### src/rtl/mn_coef_pkg.sv
package mn_coef_pkg;
  // strobes from control to datapath
  typedef struct packed {
    logic loadArgs;
    logic loadShort;
    logic setShort;
    logic initSweep;
    logic loadCand;
    logic evalCand;
    logic nextCand;
    logic loadRate;
    logic finish;
    logic fail;
  } ctrlStrobe_t;

  // status from datapath to control
  typedef struct packed {
    logic divIdle;
    logic argBad;
    logic remZero;
    logic quoFitsN;
    logic candValid;
    logic candExact;
    logic candLast;
    logic haveBest;
  } dpStatus_t;
endpackage

### src/rtl/mn_coef_dp.sv
module mn_coef_dp
  import mn_coef_pkg::*;
#(
  parameter int PW = 32,
  parameter int MW = 9,
  parameter int NW = 20
) (
  input  logic          clk,
  input  logic          rstN,
  input  logic [PW-1:0] parentRate,
  input  logic [PW-1:0] reqRate,
  input  ctrlStrobe_t   st,
  output dpStatus_t     stat,
  output logic [MW-1:0] mOut,
  output logic [NW-1:0] nOut,
  output logic [PW-1:0] rateOut,
  output logic          errOut
);
  localparam int DW = PW + MW;
  localparam int CW = $clog2(DW + 1);
  localparam logic [MW-1:0] M_TOP = {MW{1'b1}};
  localparam logic [DW-1:0] N_LIMIT = DW'((64'd1 << NW) - 64'd1);

  logic [PW-1:0] pReg, rReg;
  logic [DW-1:0] pExt, prodReg, initProd, twoM;
  logic [MW-1:0] candM;
  logic [DW-1:0] dvdReg, dvdLoad;
  logic [PW-1:0] remReg, dvsReg, dvsLoad;
  logic [CW-1:0] cnt;
  logic [PW:0]   shifted, diffS;
  logic          fitsDiv, anyLoad, candValid;
  logic [MW-1:0] bestM;
  logic [NW-1:0] bestN;
  logic [DW-1:0] bestProd;
  logic [PW-1:0] bestErr;
  logic          haveBest;

  assign pExt     = {{MW{1'b0}}, pReg};
  assign initProd = (pExt << MW) - pExt;
  assign twoM     = DW'({candM, 1'b0});

  // restoring divider, one quotient bit per clock
  assign shifted = {remReg, dvdReg[DW-1]};
  assign fitsDiv = shifted >= {1'b0, dvsReg};
  assign diffS   = shifted - {1'b0, dvsReg};
  assign anyLoad = st.loadShort | st.loadCand | st.loadRate;

  always_comb begin
    dvdLoad = pExt;
    dvsLoad = rReg;
    if (st.loadCand) dvdLoad = prodReg;
    if (st.loadRate) begin
      dvdLoad = bestProd;
      dvsLoad = {{(PW-NW){1'b0}}, bestN};
    end
  end

  always_ff @(posedge clk) begin
    if (!rstN) begin
      dvdReg <= '0;
      dvsReg <= '0;
      remReg <= '0;
      cnt    <= '0;
    end else if (anyLoad) begin
      dvdReg <= dvdLoad;
      dvsReg <= dvsLoad;
      remReg <= '0;
      cnt    <= CW'(DW);
    end else if (cnt != '0) begin
      remReg <= fitsDiv ? diffS[PW-1:0] : shifted[PW-1:0];
      dvdReg <= {dvdReg[DW-2:0], fitsDiv};
      cnt    <= cnt - 1'b1;
    end
  end

  assign candValid = (dvdReg <= N_LIMIT) && (dvdReg >= twoM);

  // arguments, candidate and best tracking
  always_ff @(posedge clk) begin
    if (!rstN) begin
      pReg     <= '0;
      rReg     <= '0;
      candM    <= '0;
      prodReg  <= '0;
      bestM    <= '0;
      bestN    <= '0;
      bestProd <= '0;
      bestErr  <= '0;
      haveBest <= 1'b0;
    end else begin
      if (st.loadArgs) begin
        pReg     <= parentRate;
        rReg     <= reqRate;
        haveBest <= 1'b0;
      end
      if (st.setShort) begin
        bestM    <= MW'(1);
        bestN    <= dvdReg[NW-1:0];
        bestProd <= pExt;
        haveBest <= 1'b1;
      end
      if (st.initSweep) begin
        candM    <= M_TOP;
        prodReg  <= initProd;
        bestErr  <= rReg;
        haveBest <= 1'b0;
      end
      if (st.evalCand && candValid && (remReg < bestErr)) begin
        bestM    <= candM;
        bestN    <= dvdReg[NW-1:0];
        bestProd <= prodReg;
        bestErr  <= remReg;
        haveBest <= 1'b1;
      end
      if (st.nextCand) begin
        candM   <= candM - 1'b1;
        prodReg <= prodReg - pExt;
      end
    end
  end

  // result registers
  always_ff @(posedge clk) begin
    if (!rstN) begin
      mOut    <= '0;
      nOut    <= '0;
      rateOut <= '0;
      errOut  <= 1'b0;
    end else if (st.finish) begin
      mOut    <= bestM;
      nOut    <= bestN;
      rateOut <= dvdReg[PW-1:0];
      errOut  <= 1'b0;
    end else if (st.fail) begin
      mOut    <= '0;
      nOut    <= '0;
      rateOut <= '0;
      errOut  <= 1'b1;
    end
  end

  assign stat.divIdle   = (cnt == '0);
  assign stat.argBad    = (rReg == '0) || ({1'b0, pReg} < {rReg, 1'b0});
  assign stat.remZero   = (remReg == '0);
  assign stat.quoFitsN  = (dvdReg <= N_LIMIT);
  assign stat.candValid = candValid;
  assign stat.candExact = candValid && (remReg == '0);
  assign stat.candLast  = (candM == MW'(1));
  assign stat.haveBest  = haveBest;

  // candidate M must not move while its division runs
  assert_cand_stable_R3: assert property (@(posedge clk) disable iff (!rstN)
    (cnt != '0) |-> $stable(candM));

  // best remainder only shrinks between sweep starts
  assert_best_shrinks_R5: assert property (@(posedge clk) disable iff (!rstN)
    !st.initSweep |=> (bestErr <= $past(bestErr)));
endmodule

### src/rtl/mn_coef_ctrl.sv
module mn_coef_ctrl
  import mn_coef_pkg::*;
(
  input  logic        clk,
  input  logic        rstN,
  input  logic        start,
  input  dpStatus_t   stat,
  output ctrlStrobe_t st,
  output logic        busy,
  output logic        done
);
  typedef enum logic [2:0] {
    S_IDLE, S_CHECK, S_SWAIT, S_CLOAD, S_CWAIT, S_RLOAD, S_RWAIT
  } state_t;

  state_t state, stateNext;
  logic   doneSet;

  always_comb begin
    st        = '0;
    stateNext = state;
    doneSet   = 1'b0;
    case (state)
      S_IDLE: if (start) begin
        st.loadArgs = 1'b1;
        stateNext   = S_CHECK;
      end
      S_CHECK: if (stat.argBad) begin
        st.fail = 1'b1; doneSet = 1'b1; stateNext = S_IDLE;
      end else begin
        st.loadShort = 1'b1; stateNext = S_SWAIT;
      end
      S_SWAIT: if (stat.divIdle) begin
        if (stat.remZero && stat.quoFitsN) begin
          st.setShort = 1'b1; stateNext = S_RLOAD;
        end else if (stat.remZero) begin
          st.fail = 1'b1; doneSet = 1'b1; stateNext = S_IDLE;
        end else begin
          st.initSweep = 1'b1; stateNext = S_CLOAD;
        end
      end
      S_CLOAD: begin
        st.loadCand = 1'b1; stateNext = S_CWAIT;
      end
      S_CWAIT: if (stat.divIdle) begin
        st.evalCand = 1'b1;
        if (stat.candExact) stateNext = S_RLOAD;
        else if (!stat.candLast) begin
          st.nextCand = 1'b1; stateNext = S_CLOAD;
        end else if (stat.haveBest || stat.candValid) stateNext = S_RLOAD;
        else begin
          st.fail = 1'b1; doneSet = 1'b1; stateNext = S_IDLE;
        end
      end
      S_RLOAD: begin
        st.loadRate = 1'b1; stateNext = S_RWAIT;
      end
      S_RWAIT: if (stat.divIdle) begin
        st.finish = 1'b1; doneSet = 1'b1; stateNext = S_IDLE;
      end
      default: stateNext = S_IDLE;
    endcase
  end

  always_ff @(posedge clk) begin
    if (!rstN) begin
      state <= S_IDLE;
      done  <= 1'b0;
    end else begin
      state <= stateNext;
      done  <= doneSet;
    end
  end

  assign busy = (state != S_IDLE);

  assert_done_single_R8: assert property (@(posedge clk) disable iff (!rstN)
    done |=> !done);
  assert_done_idle_R8: assert property (@(posedge clk) disable iff (!rstN)
    done |-> !busy);
endmodule

### src/rtl/mn_coef_search.sv
module mn_coef_search
  import mn_coef_pkg::*;
#(
  parameter int PW = 32,
  parameter int MW = 9,
  parameter int NW = 20
) (
  input  logic          clk,
  input  logic          rstN,
  input  logic          start,
  input  logic [PW-1:0] parentRate,
  input  logic [PW-1:0] reqRate,
  output logic          busy,
  output logic          done,
  output logic [MW-1:0] mOut,
  output logic [NW-1:0] nOut,
  output logic [PW-1:0] rateOut,
  output logic          errOut
);
  ctrlStrobe_t st;
  dpStatus_t   stat;

  mn_coef_ctrl uCtrl (
    .clk(clk), .rstN(rstN), .start(start), .stat(stat),
    .st(st), .busy(busy), .done(done)
  );

  mn_coef_dp #(.PW(PW), .MW(MW), .NW(NW)) uDp (
    .clk(clk), .rstN(rstN), .parentRate(parentRate), .reqRate(reqRate),
    .st(st), .stat(stat), .mOut(mOut), .nOut(nOut),
    .rateOut(rateOut), .errOut(errOut)
  );

  // a successful result always respects M >= 1 and N >= 2M
  assert_legal_pair_R3: assert property (@(posedge clk) disable iff (!rstN)
    (done && !errOut) |-> ((mOut != '0) &&
      ((NW+1)'(nOut) >= (NW+1)'({mOut, 1'b0}))));

  // a failed result carries zero coefficients
  assert_err_zero_R6: assert property (@(posedge clk) disable iff (!rstN)
    (done && errOut) |-> (mOut == '0 && nOut == '0 && rateOut == '0));

  // outputs move only together with done
  assert_hold_outputs_R8: assert property (@(posedge clk) disable iff (!rstN)
    !done |-> ($stable(mOut) && $stable(nOut) && $stable(rateOut) && $stable(errOut)));
endmodule

### config.mk
export PLATFORM = sky130hd
export DESIGN_NAME = mn_coef_search
export DESIGN_NICKNAME = d
export VERILOG_FILES = /design/src/rtl/mn_coef_pkg.sv /design/src/rtl/mn_coef_dp.sv /design/src/rtl/mn_coef_ctrl.sv /design/src/rtl/mn_coef_search.sv
export SDC_FILE = /design/constraint.sdc
export NUM_CORES = 1
export LEC_CHECK = 0
export ABC_AREA = 1
export ABC_CLOCK_PERIOD_IN_PS = 3550
export BUFFER_PORTS_ARGS = -buffer_cell sky130_fd_sc_hd__buf_2
export CAP_MARGIN = 20
export CORE_ASPECT_RATIO = 1.75
export CORE_UTILIZATION = 55
export CTS_BUF_LIST = sky130_fd_sc_hd__clkbuf_16
export CTS_CLUSTER_DIAMETER = 100
export CTS_CLUSTER_SIZE = 30
export DETAILED_ROUTE_END_ITERATION = 8
export GPL_ROUTABILITY_DRIVEN = 1
export PLACE_DENSITY = 0.76
export SETUP_SLACK_MARGIN = 0.5
export SLEW_MARGIN = 40
export SYNTH_ARGS = -nofsm -noshare
export SYNTH_HDL_FRONTEND = slang
export SYNTH_SLANG_ARGS = --single-unit
### constraint.sdc
create_clock -name clk -period 3.55 [get_ports clk]
set_input_delay 0.1775 -clock clk [delete_from_list [all_inputs] [get_ports clk]]
set_output_delay 0.1775 -clock clk [all_outputs]
set_load 0.01 [all_outputs]
=== Word-level counts from Yosys, hierarchy flattened ===
Index checks and enable logic that the tools add are counted.

* Add/sub/neg operators: 5
* Multiply operators: 0
* Div/mod/pow operators: 0
* $lt $le $gt $ge: 5
* Equal/unequal tests: 11
* Shifts and indexed selects: 0
* Mux-type cells: 68
* Bitwise logic cells: 3
* Reductions and logical operators: 22

{| class="wikitable"
|+ Operators with widths
! operator !! number
|-
| 41-bit 2-to-1 mux || 8
|-
| 32-bit 2-to-1 mux || 6
|-
| 41-bit by 32-bit subtractor with 41-bit output || 2
|-
| 20-bit 2-to-1 mux || 4
|-
| 32-bit logical NOT || 2
|-
| 9-bit 2-to-1 mux || 6
|-
| 41-bit by 10-bit greater-or-equal comparator with 1-bit output || 1
|-
| 41-bit by 20-bit less-or-equal comparator with 1-bit output (second input constant) || 1
|-
| 33-bit by 32-bit greater-or-equal comparator with 1-bit output || 1
|-
| 32-bit by 33-bit < comparator with 1-bit output || 1
|-
| 32-bit < comparator || 1
|-
| 32-bit subtractor || 1
|-
| 1-bit 2-to-1 mux || 25
|-
| 3-bit 2-to-1 mux || 8
|-
| 3-bit one-hot mux with 7 select lines || 1
|-
| 2-bit 2-to-1 mux || 6
|-
| 6-bit 2-to-1 mux || 2
|-
| 2-bit nonzero test || 5
|-
| 3-bit == test (second input constant) || 3
|-
| 9-bit by 1-bit == test with 1-bit output (second input constant) || 1
|-
| 9-bit by 1-bit subtractor with 9-bit output (second input constant) || 1
|-
| 2-bit inequality test (second input constant) || 4
|-
| 3-bit by 2-bit == test with 1-bit output (second input constant) || 2
|-
| 6-bit logical NOT || 1
|-
| 14 further kinds || 21
|}

* Register bits after elaboration: 394
* Bits in latches: 0
* Bits in writable memories: 0
* Memory bits (read-only): 0
* Input bits: 67
* Output and inout port bits: 64
* Word-level logic and storage cells: 134
* Memories kept: 0

=== Logic depth before layout (Yosys ltp) ===
Gate-level depths: netlist (run 1).

* Depth after elaboration: 10
* Mapped depth: 32

=== Modules after synthesis ===
Synthesis (run 1) repeated with hierarchy kept, for this count alone.

* Cells, all modules: 3814
* Area, all modules: 24288.3 um^2

{| class="wikitable"
|+ Modules (own cells, without submodules)
! module !! instances !! cells an instance !! area each (um^2) !! seq. area each (um^2)
|-
| mn_coef_dp || 1 || 3741 || 23867.9 || 7807.5
|-
| mn_coef_ctrl || 1 || 73 || 420.4 || 80.1
|}

=== Least setup slack after synthesis (run 1) ===
Ideal clock, no wire load.

* Path type: reg2reg
* Start: reg uDp.candM[7]
* End: reg uDp.prodReg[40]
* Arrival time: 3776 ps
* Required time: 3441 ps
* Slack: -334 ps
* Cell stages (with the launch flop): 32
* Clock period less this slack: 3884 ps
* Cells stage by stage: dfxtp_1 -> inv_1 -> ha_1 -> inv_1 -> nor2_1 -> nand2_1 -> nor2_1 -> nand3_1 -> nand2_1 -> nand2_1 -> nand2_1 -> nand3_4 -> nand3_4 -> buf_6 -> inv_2 -> clkbuf_1 -> nand2_1 -> ha_1 -> inv_1 -> fa_1 -> nand3_1 -> nand2_1 -> a21oi_1 -> o21ai_1 -> nand2_1 -> nand2_1 -> a221oi_2 -> nand3_1 -> nand2_1 -> nand3_1 -> nand2_1 -> inv_1

* Longest elaborated chain between the ends: 7
* Elaborated cells between the ends (all ways): 10
* Classes of those cells: order compare: 1; eq/ne: 1; mux: 5; reduce/logical: 3

{| class="wikitable"
|+ RTL lines
! item !! line !! text
|-
| from (decl) || mn_coef_dp.sv:26 || <nowiki>logic [MW-1:0] candM;</nowiki>
|-
| from (signal assigned) || mn_coef_dp.sv:116 || <nowiki>candM <= candM - 1'b1;</nowiki>
|-
| 41-bit by 10-bit greater-or-equal comparator with 1-bit output || mn_coef_dp.sv:76 || <nowiki>assign candValid = (dvdReg <= N_LIMIT) && (dvdReg >= twoM);</nowiki>
|-
| 1-bit logical AND || mn_coef_dp.sv:76 ||
|-
| 1-bit logical AND || mn_coef_dp.sv:147 || <nowiki>assign stat.candExact = candValid && (remReg == '0);</nowiki>
|-
| 1-bit 2-to-1 mux (*) || mn_coef_ctrl.sv:47 || <nowiki>if (stat.candExact) stateNext = S_RLOAD;</nowiki>
|-
| 2-bit 2-to-1 mux (*) || mn_coef_ctrl.sv:45 || <nowiki>S_CWAIT: if (stat.divIdle) begin</nowiki>
|-
| 2-bit 2-to-1 mux (*) || mn_coef_ctrl.sv:23 || <nowiki>case (state)</nowiki>
|-
| 41-bit 2-to-1 mux / 2-bit nonzero test (equally long branches) || n/a ||
|-
| to (signal assigned) || mn_coef_dp.sv:104 || <nowiki>prodReg <= initProd;</nowiki>
|-
| to (signal assigned) || mn_coef_dp.sv:117 || <nowiki>prodReg <= prodReg - pExt;</nowiki>
|-
| to (decl) || mn_coef_dp.sv:25 || <nowiki>logic [DW-1:0] pExt, prodReg, initProd, twoM;</nowiki>
|}

Mark *: on every way between the ends. The rest lies on a longest branch, timed or not.
A chain may end at the register's enable or synchronous reset.

=== Worst setup path in the final report (run 1) ===
* Start: reg uDp.candM[8]
* End: reg uDp.prodReg[32]

Same word-level chain as after synthesis.

==> results.toml, run 1 <==
[status]
status = "finished with violations"
violations = "negative setup slack"

[clock_tree]
cts_tree = "built"
clkTransAtPathRegs_ns = 0.12
numCtsBuffers = 17
h-tree-depth = 1
clock-sinks = 394
insertion_delay_ns = 0.56
clockRootBuffer = "clkbuf_16"
cts_buffer_depth = 3

[worst_setup_path]
crit_slowest_cell = "o21ai_1"
critPathBufInv = 6
cp.arrival_ns = 4.41
startpoint_type = "register"
crit_top_cell = "nand2_1"
critPathMaxFanout = 9
path_class = "reg -> reg"
critPathTopFamily = "compound AO/OA/AOI/OAI gates"
crit_required_ns = 4.01
max_stage_delay_ns = 0.40
endpoint_kind = "register"

[yosys]
syn_area_um2 = 22100
postSynthCellCount = 3253
syn-num-nets = 3460
synth_xor_area_share_pct = 2.18
synth.avg_cell_area_um2 = 6.80
ys_seq_elements = 394
async_reset_ff_share_pct = 0
synth-simple-area-share_pct = 21.2
synth_mux_area_share_pct = 0
ys_warn_count = 0
synth-main-ff-cell = "dfxtp_1"
synthDistinctLibCells = 50
synth_compound_area_share_pct = 24.4
synth_top_family_by_area = "compound AO/OA/AOI/OAI gates"
synthAdderAreaFrac_pct = 7.98
synth_edf_count = 0
yosysSeqAreaShare_pct = 35.6

[layout]
syn_to_final_growth_pct = 26.3
drive_gt1_share_pct = 21.2
fillCellCount = 3351
final_cell_mix = "658 x nand2_1, 440 x o21ai_0, 390 x a21oi_1, 386 x dfxtp_1, 285 x buf_4"
layout.nets = 3832
finalNonFillerCells = 4118
stdcell_area_um2 = 28000
final_common_cell = "nand2_1"

[place]
dpl.hpwl_um = 64400
placed_cells = 3975
gp_congestion = 1.08
port-buffer-count = 130
place_area_um2 = 25100

[die]
core_um2 = 39400
dieArea_um2 = 41100
die_w_um = 154
rows = 96
fp.dieH_um = 267
ioPinCount = 131
start_util_pct = 56.2

[drt]
routed_wl_um = 90800
dr.pass1.iters = 7
wl_per_cell_um = 22.1
drt-vias-per-instance = 6.07
drt-initial-drc-count = 2104
drc = 0
vias = 25000
postRouteAntennaNets = 0

[grt]
grt_pass1_wl_um = 130000
antenna_found_initial = 2
grt_use_total_pct = 41.6
overflow = 0
grt_max_degree = 76
first_global_vias = 23700

[sta]
timing.final.max_slew_violations = 0
hold_viol_final = 0
fmax_mhz = 253
period_share_pct = 111
rsz0062_at_grt = "yes"
whs_ns = 0.0226
min_period_ns = 3.96
tightest_slew_ns = 0.907
finalClockSkew_ns = 0.0273
setup_ws_ns = -0.408
tns_ns = -5.37
slew_headroom_pct = 38.9
setup_violations = 29

[power]
vdd_ir_drop_max_v = 0.000616
powerDensity_nw_per_um2 = 846
power_w = 0.0237
p_leak_nw = 12.1

[min_path]
hold_path_class = "in -> reg"

[flow_run]
cap_violations = 0
## cell families after synthesis
group,count (synthesis)
adders and majority gates,140
and+or+nand+nor,1137
buffers and inverters,489
DFF,394
AOI/OAI and AO/OA,1038
xor gates and xnor gates,55
## final cells by class
type	count	area, µm²	share of cell area [%]
Antenna cell	2	5.00	0.0179
Clock buffer	17	425	1.52
Clock inverter	3	55.1	0.197
Inverter	315	1200	4.31
Multi-Input combinational cell	2370	13600	48.6
Sequential cell	394	7900	28.2
Tap cell	490	613	2.19
Timing Repair Buffer	523	4120	14.7
Timing Repair inverter	4	63.8	0.228
## state kept, by name (all words and copies together), names as in the netlist, 6 cells and up
name / flops
uDp.candM: 9
uDp.prodReg: 41
uDp.nOut: 20
uDp.bestM: 9
uDp.dvsReg: 32
uDp.bestN: 20
uDp.remReg: 32
uDp.mOut: 9
uDp.cnt: 6
uDp.rReg: 32
uDp.bestProd: 41
uDp.dvdReg: 41
uDp.rateOut: 32
uDp.pReg: 32
uDp.bestErr: 32
## worst reg2reg max path: stages, from the launching register on
cell      delay, ns
dfxtp_2        0.35
inv_2          0.05
ha_4           0.25
inv_2          0.03
nor2_2         0.12
nand2_1        0.06
nor2_1         0.10
nand3_1        0.08
nand2_1        0.07
nand2_1        0.06
nand2_2        0.10
nand3_4        0.09
nand3_4        0.18
inv_12         0.08
o21ai_1        0.40
ha_1           0.38
a21oi_2        0.24
o21ai_0        0.17
a21oi_2        0.18
nand2_2        0.11
a221oi_4       0.23
buf_6          0.16
buf_6          0.10
nor2_1         0.03
o211ai_1       0.18
inv_1          0.06
## stage by stage
step	setup WS, ns	util, %
global placement	-0.286	63.7
global route	-0.576	71.0
floorplan	-0.0138	-
CTS	-0.0894	68.0
finish	-0.408	71.0
detailed placement	-0.260	63.7
## per-layer routing
metal	vias to the layer above	wire (µm)	global-route usage (%)
met3	562	5900	5.73
met4	0	11400	45.0
met1	11600	29100	39.0
met2	1248	44400	74.7
li1	11600	-	-
met5	-	0	0
## Yosys cell counts, types with 3 or more instances
master	number	area [µm²]
nor2_2	12	75.1
ha_1	138	1730
o221ai_1	3	26.3
xnor2_1	30	263
o211ai_1	9	67.6
nand2_2	8	50.1
o22ai_1	20	125
o21ai_0	476	2380
nand3_1	81	405
o21a_1	4	30.0
o21bai_1	6	45.0
inv_1	301	1130
dfxtp_1	394	7890
clkbuf_1	122	458
a211oi_1	13	97.6
nand2_1	702	2640
a21o_1	9	67.6
o21ai_1	35	175
buf_1	10	37.5
nor3_2	3	30.0
a21oi_1	434	2170
nor3_1	27	135
buf_2	39	195
nor2_1	237	890
nand3b_1	3	22.5
o31ai_1	3	22.5
nor4_1	7	43.8
xor2_1	25	219
inv_2	13	48.8
or2_2	3	18.8
nand4_1	44	275
a31oi_1	19	119
## worst paths after layout
| kind | start | end | slack, ns | cells after the start |
|---|---|---|---|---|
| worst min-delay path | reqRate[0] | uDp.rReg[0] | 0.02 | 3 |
| worst max-delay path | uDp.candM[8] | uDp.prodReg[32] | -0.41 | 25 |
| worst min register to register | uDp.rateOut[21] | uDp.rateOut[21] | 0.47 | 2 |
| worst max register to register | uDp.candM[8] | uDp.prodReg[32] | -0.41 | 25 |
## timing repair
item,4_1_cts,5_1_grt
buffers inserted,26,30
pin swaps,32,93
endpoints found under the hold margin,58,0
setup endpoints to repair,100,160
resized for setup,108,209
gates cloned,1,6
hold buffers,58,0
## power breakdown
group          internal, W  switching [W]  total (W)
combinational      0.00616        0.00960     0.0158
clock             0.000966        0.00148    0.00244
sequential         0.00501       0.000450    0.00546
total               0.0121         0.0115     0.0237
No activity file was read; power rests on OpenSTA's default activity.
==> inputs of run 2 (changes only) <==
Settings changed: ABC_AREA 1 to default, CORE_UTILIZATION 55 to 56, PLACE_DENSITY 0.76 to 0.77, SETUP_SLACK_MARGIN 0.5 to 0.15.
==> run 2 against run 1 <==
- the run still ends with negative setup slack left
- cell area up 0.76%
- first-iteration DRC count up 7.6%
- cell count down 3.7%
- clock skew up 0.016 ns
- critical endpoint is now uDp.prodReg[39]
- power down 28%
- area after synthesis up 3.0%
- via count up 0.41%
- sequential power down 5.7%
- die area up 1.1%
- worst hold slack better by 0.017 ns
- sequential cell count unchanged
- combinational power down 40%
==> results.toml, run 2 <==
[drt]
dr.pass1.iters = 6
drt-vias-per-instance = 6.33
wl_per_cell_um = 21.1
drt-initial-drc-count = 2264
postRouteAntennaNets = 0
routed_wl_um = 83600
drc = 0
vias = 25100

[clock_tree]
cts_tree = "built"
clockRootBuffer = "clkbuf_16"
numCtsBuffers = 17
cts_buffer_depth = 3
clkTransAtPathRegs_ns = 0.12
h-tree-depth = 1
clock-sinks = 394
insertion_delay_ns = 0.55

[worst_setup_path]
crit_required_ns = 4.05
path_class = "reg -> reg"
cp.arrival_ns = 4.99
startpoint_type = "register"
endpoint_kind = "register"
critPathMaxFanout = 11

[layout]
drive_gt1_share_pct = 18.9
final_common_cell = "nand2_1"
syn_to_final_growth_pct = 23.6
finalNonFillerCells = 3965
layout.nets = 3676
fillCellCount = 3224
stdcell_area_um2 = 28200
register_area_um2 = 7910
largestRegisters = "uDp.bestProd (41), uDp.dvdReg (41), uDp.prodReg (41)"
final_cell_mix = "574 x nand2_1, 378 x dfxtp_1, 275 x buf_4, 236 x o21ai_0, 233 x a21oi_1"
multi_input_area_um2 = 14100

[sta]
tightest_slew_ns = 0.908
setup_violations = 49
rsz0062_at_grt = "yes"
fmax_mhz = 223
timing.final.max_slew_violations = 0
setup_ws_ns = -0.940
whs_ns = 0.0395
period_share_pct = 126
hold_viol_final = 0
finalClockSkew_ns = 0.0433
slew_headroom_pct = 38.9
min_period_ns = 4.49

[flow_run]
cap_violations = 0

[die]
core_um2 = 40100
dieArea_um2 = 41500
fp.dieH_um = 269
rows = 97
die_w_um = 154
start_util_pct = 56.9
ioPinCount = 131

[yosys]
postSynthCellCount = 3143
synth_xor_area_share_pct = 2.31
yosys-top-cells-area = "dfxtp_1 35%, nand2_1 9.8%, ha_1 7.6%, a21oi_1 5.7%, o21ai_0 5.6%"
ys_warn_count = 0
synth.avg_cell_area_um2 = 7.25
synth-simple-area-share_pct = 26.0
synth_compound_area_share_pct = 21.9
synth_mux_area_share_pct = 0.758
syn_area_um2 = 22800
async_reset_ff_share_pct = 0
ys_seq_elements = 394
synth_top_family_by_area = "simple AND/OR/NAND/NOR gates"
synth.most_common_cell = "nand2_1"
synth_edf_count = 0
synthAdderAreaFrac_pct = 7.75
synth-main-ff-cell = "dfxtp_1"
yosys-top-cells-count = "597 x nand2_1, 394 x dfxtp_1, 261 x a21oi_1"
yosys.area.top_type_share_pct = 34.6
synthDistinctLibCells = 78
synth.largest_area_cell = "dfxtp_1"
yosysSeqAreaShare_pct = 34.6
syn-num-nets = 3350

[status]
violations = "negative setup slack"
status = "finished with violations"

[power]
netSwitchingFraction_pct = 42.8
vdd_ir_drop_max_v = 0.000634
p_int_w = 0.00975
p_leak_nw = 11.4
clkPwrFrac_pct = 14.0
switchingPower_w = 0.00730
seqPwrFrac_pct = 30.2
power_frac_comb_pct = 55.8
power_w = 0.0171
powerDensity_nw_per_um2 = 605

[place]
gp_congestion = 0.980
dpl.hpwl_um = 57200
dp_slack_ns = -1.08
placed_cells = 3832
port-buffer-count = 130
place_area_um2 = 25700

[grt]
overflow = 0
first_global_vias = 23900
grt_pass1_wl_um = 127000
grt_max_degree = 128
antenna_found_initial = 1
grt_use_total_pct = 38.7

[min_path]
hold_path_class = "in -> reg"
-- run 2: cell types whose count changed after synthesis, moves of 31 or more --
cell,previous run,this run
o21ai_0,476,257
a21oi_1,434,261
inv_1,301,165
nand3_1,81,214
nand2_1,702,597
a211oi_1,13,76
clkbuf_1,122,175
and3_1,1,52
a21o_1,9,49
o21ai_1,35,3
nor3_1,27,58
-- run 2: area by class of cell --
type | count | share of cell area [%]
tap | 495 | 2.20
multi-input combinational | 2359 | 50.2
timing repair buffer | 531 | 15.6
inverter | 166 | 2.23
antenna | 1 | 0.00888
clock inverter | 2 | 0.138
sequential | 394 | 28.1
clock buffer | 17 | 1.51
-- run 2: stage by stage --
| stage | util (%) | TNS (ns) |
|---|---|---|
| 3_3_place_gp | 64.2 | -23.37 |
| 4_1_cts | 68.8 | -28.44 |
| 3_5_place_dp | 64.2 | -24.32 |
| 2_1_floorplan | - | -16.86 |
| 6_report | 70.3 | -38.26 |
| 5_1_grt | 70.3 | -43.50 |
-- run 2: critical path: stages, from the launching register on --
cell and delay (ns):
dfxtp_2 0.35, inv_2 0.07, ha_4 0.15, nand2b_4 0.05
or4_4 0.45, nor4_4 0.31, nand2_2 0.13, a21oi_4 0.17
buf_12 0.16, buf_8 0.11, nand2_2 0.04, o21ai_1 0.08
ha_1 0.29, a21oi_2 0.18, o21ai_2 0.08, a221o_1 0.37
a221oi_4 0.39, o21ai_4 0.13, a21oi_4 0.20, o311ai_4 0.21
or3_1 0.40, nand3_1 0.09
-- run 2: kinds of logic (layout without fill, tap and decap cells) --
group | count (synthesis) | in the layout
compound gates | 823 | 823
xor+xnor | 60 | 60
fa+ha+maj | 140 | 140
buf+inv | 390 | 716
flops | 394 | 394
mux | 17 | 17
other cells | 0 | 1
simple gates | 1319 | 1319
-- run 2: final timing paths --
path,startpoint,end,slack (ns),cells after the start
setup reg to reg,uDp.cnt[1],uDp.prodReg[39],-0.94,21
hold / removal,reqRate[0],uDp.rReg[0],0.04,3
setup / recovery,uDp.cnt[1],uDp.prodReg[39],-0.94,21
hold reg to reg,uDp.dvsReg[26],uDp.dvsReg[26],0.46,2
-- run 2: metal layers --
metal	GRT usage [%]	routed length, µm
met1	40.8	28700
met2	67.7	40800
met3	5.21	5900
met4	34.1	8210
met5	0	0
-- run 2: what timing repair did --
action	in CTS	in global routing
gates cloned	4	4
hold buffers	62	0
setup buffers	30	13
hold endpoints to repair	62	0
gates resized for setup	115	90
pin swaps	32	29
endpoints found under the setup margin	38	141
-- run 2: power groups by stage --
stage / registers [W] / clock network, W / logic, W
after floorplan: 0.00523 / 0 / 0.00539
after global placement: 0.00518 / 0 / 0.00799
after detailed placement: 0.00520 / 0 / 0.00819
after CTS: 0.00511 / 0.00240 / 0.00861
after global routing: 0.00517 / 0.00254 / 0.0103
final: 0.00515 / 0.00239 / 0.00951
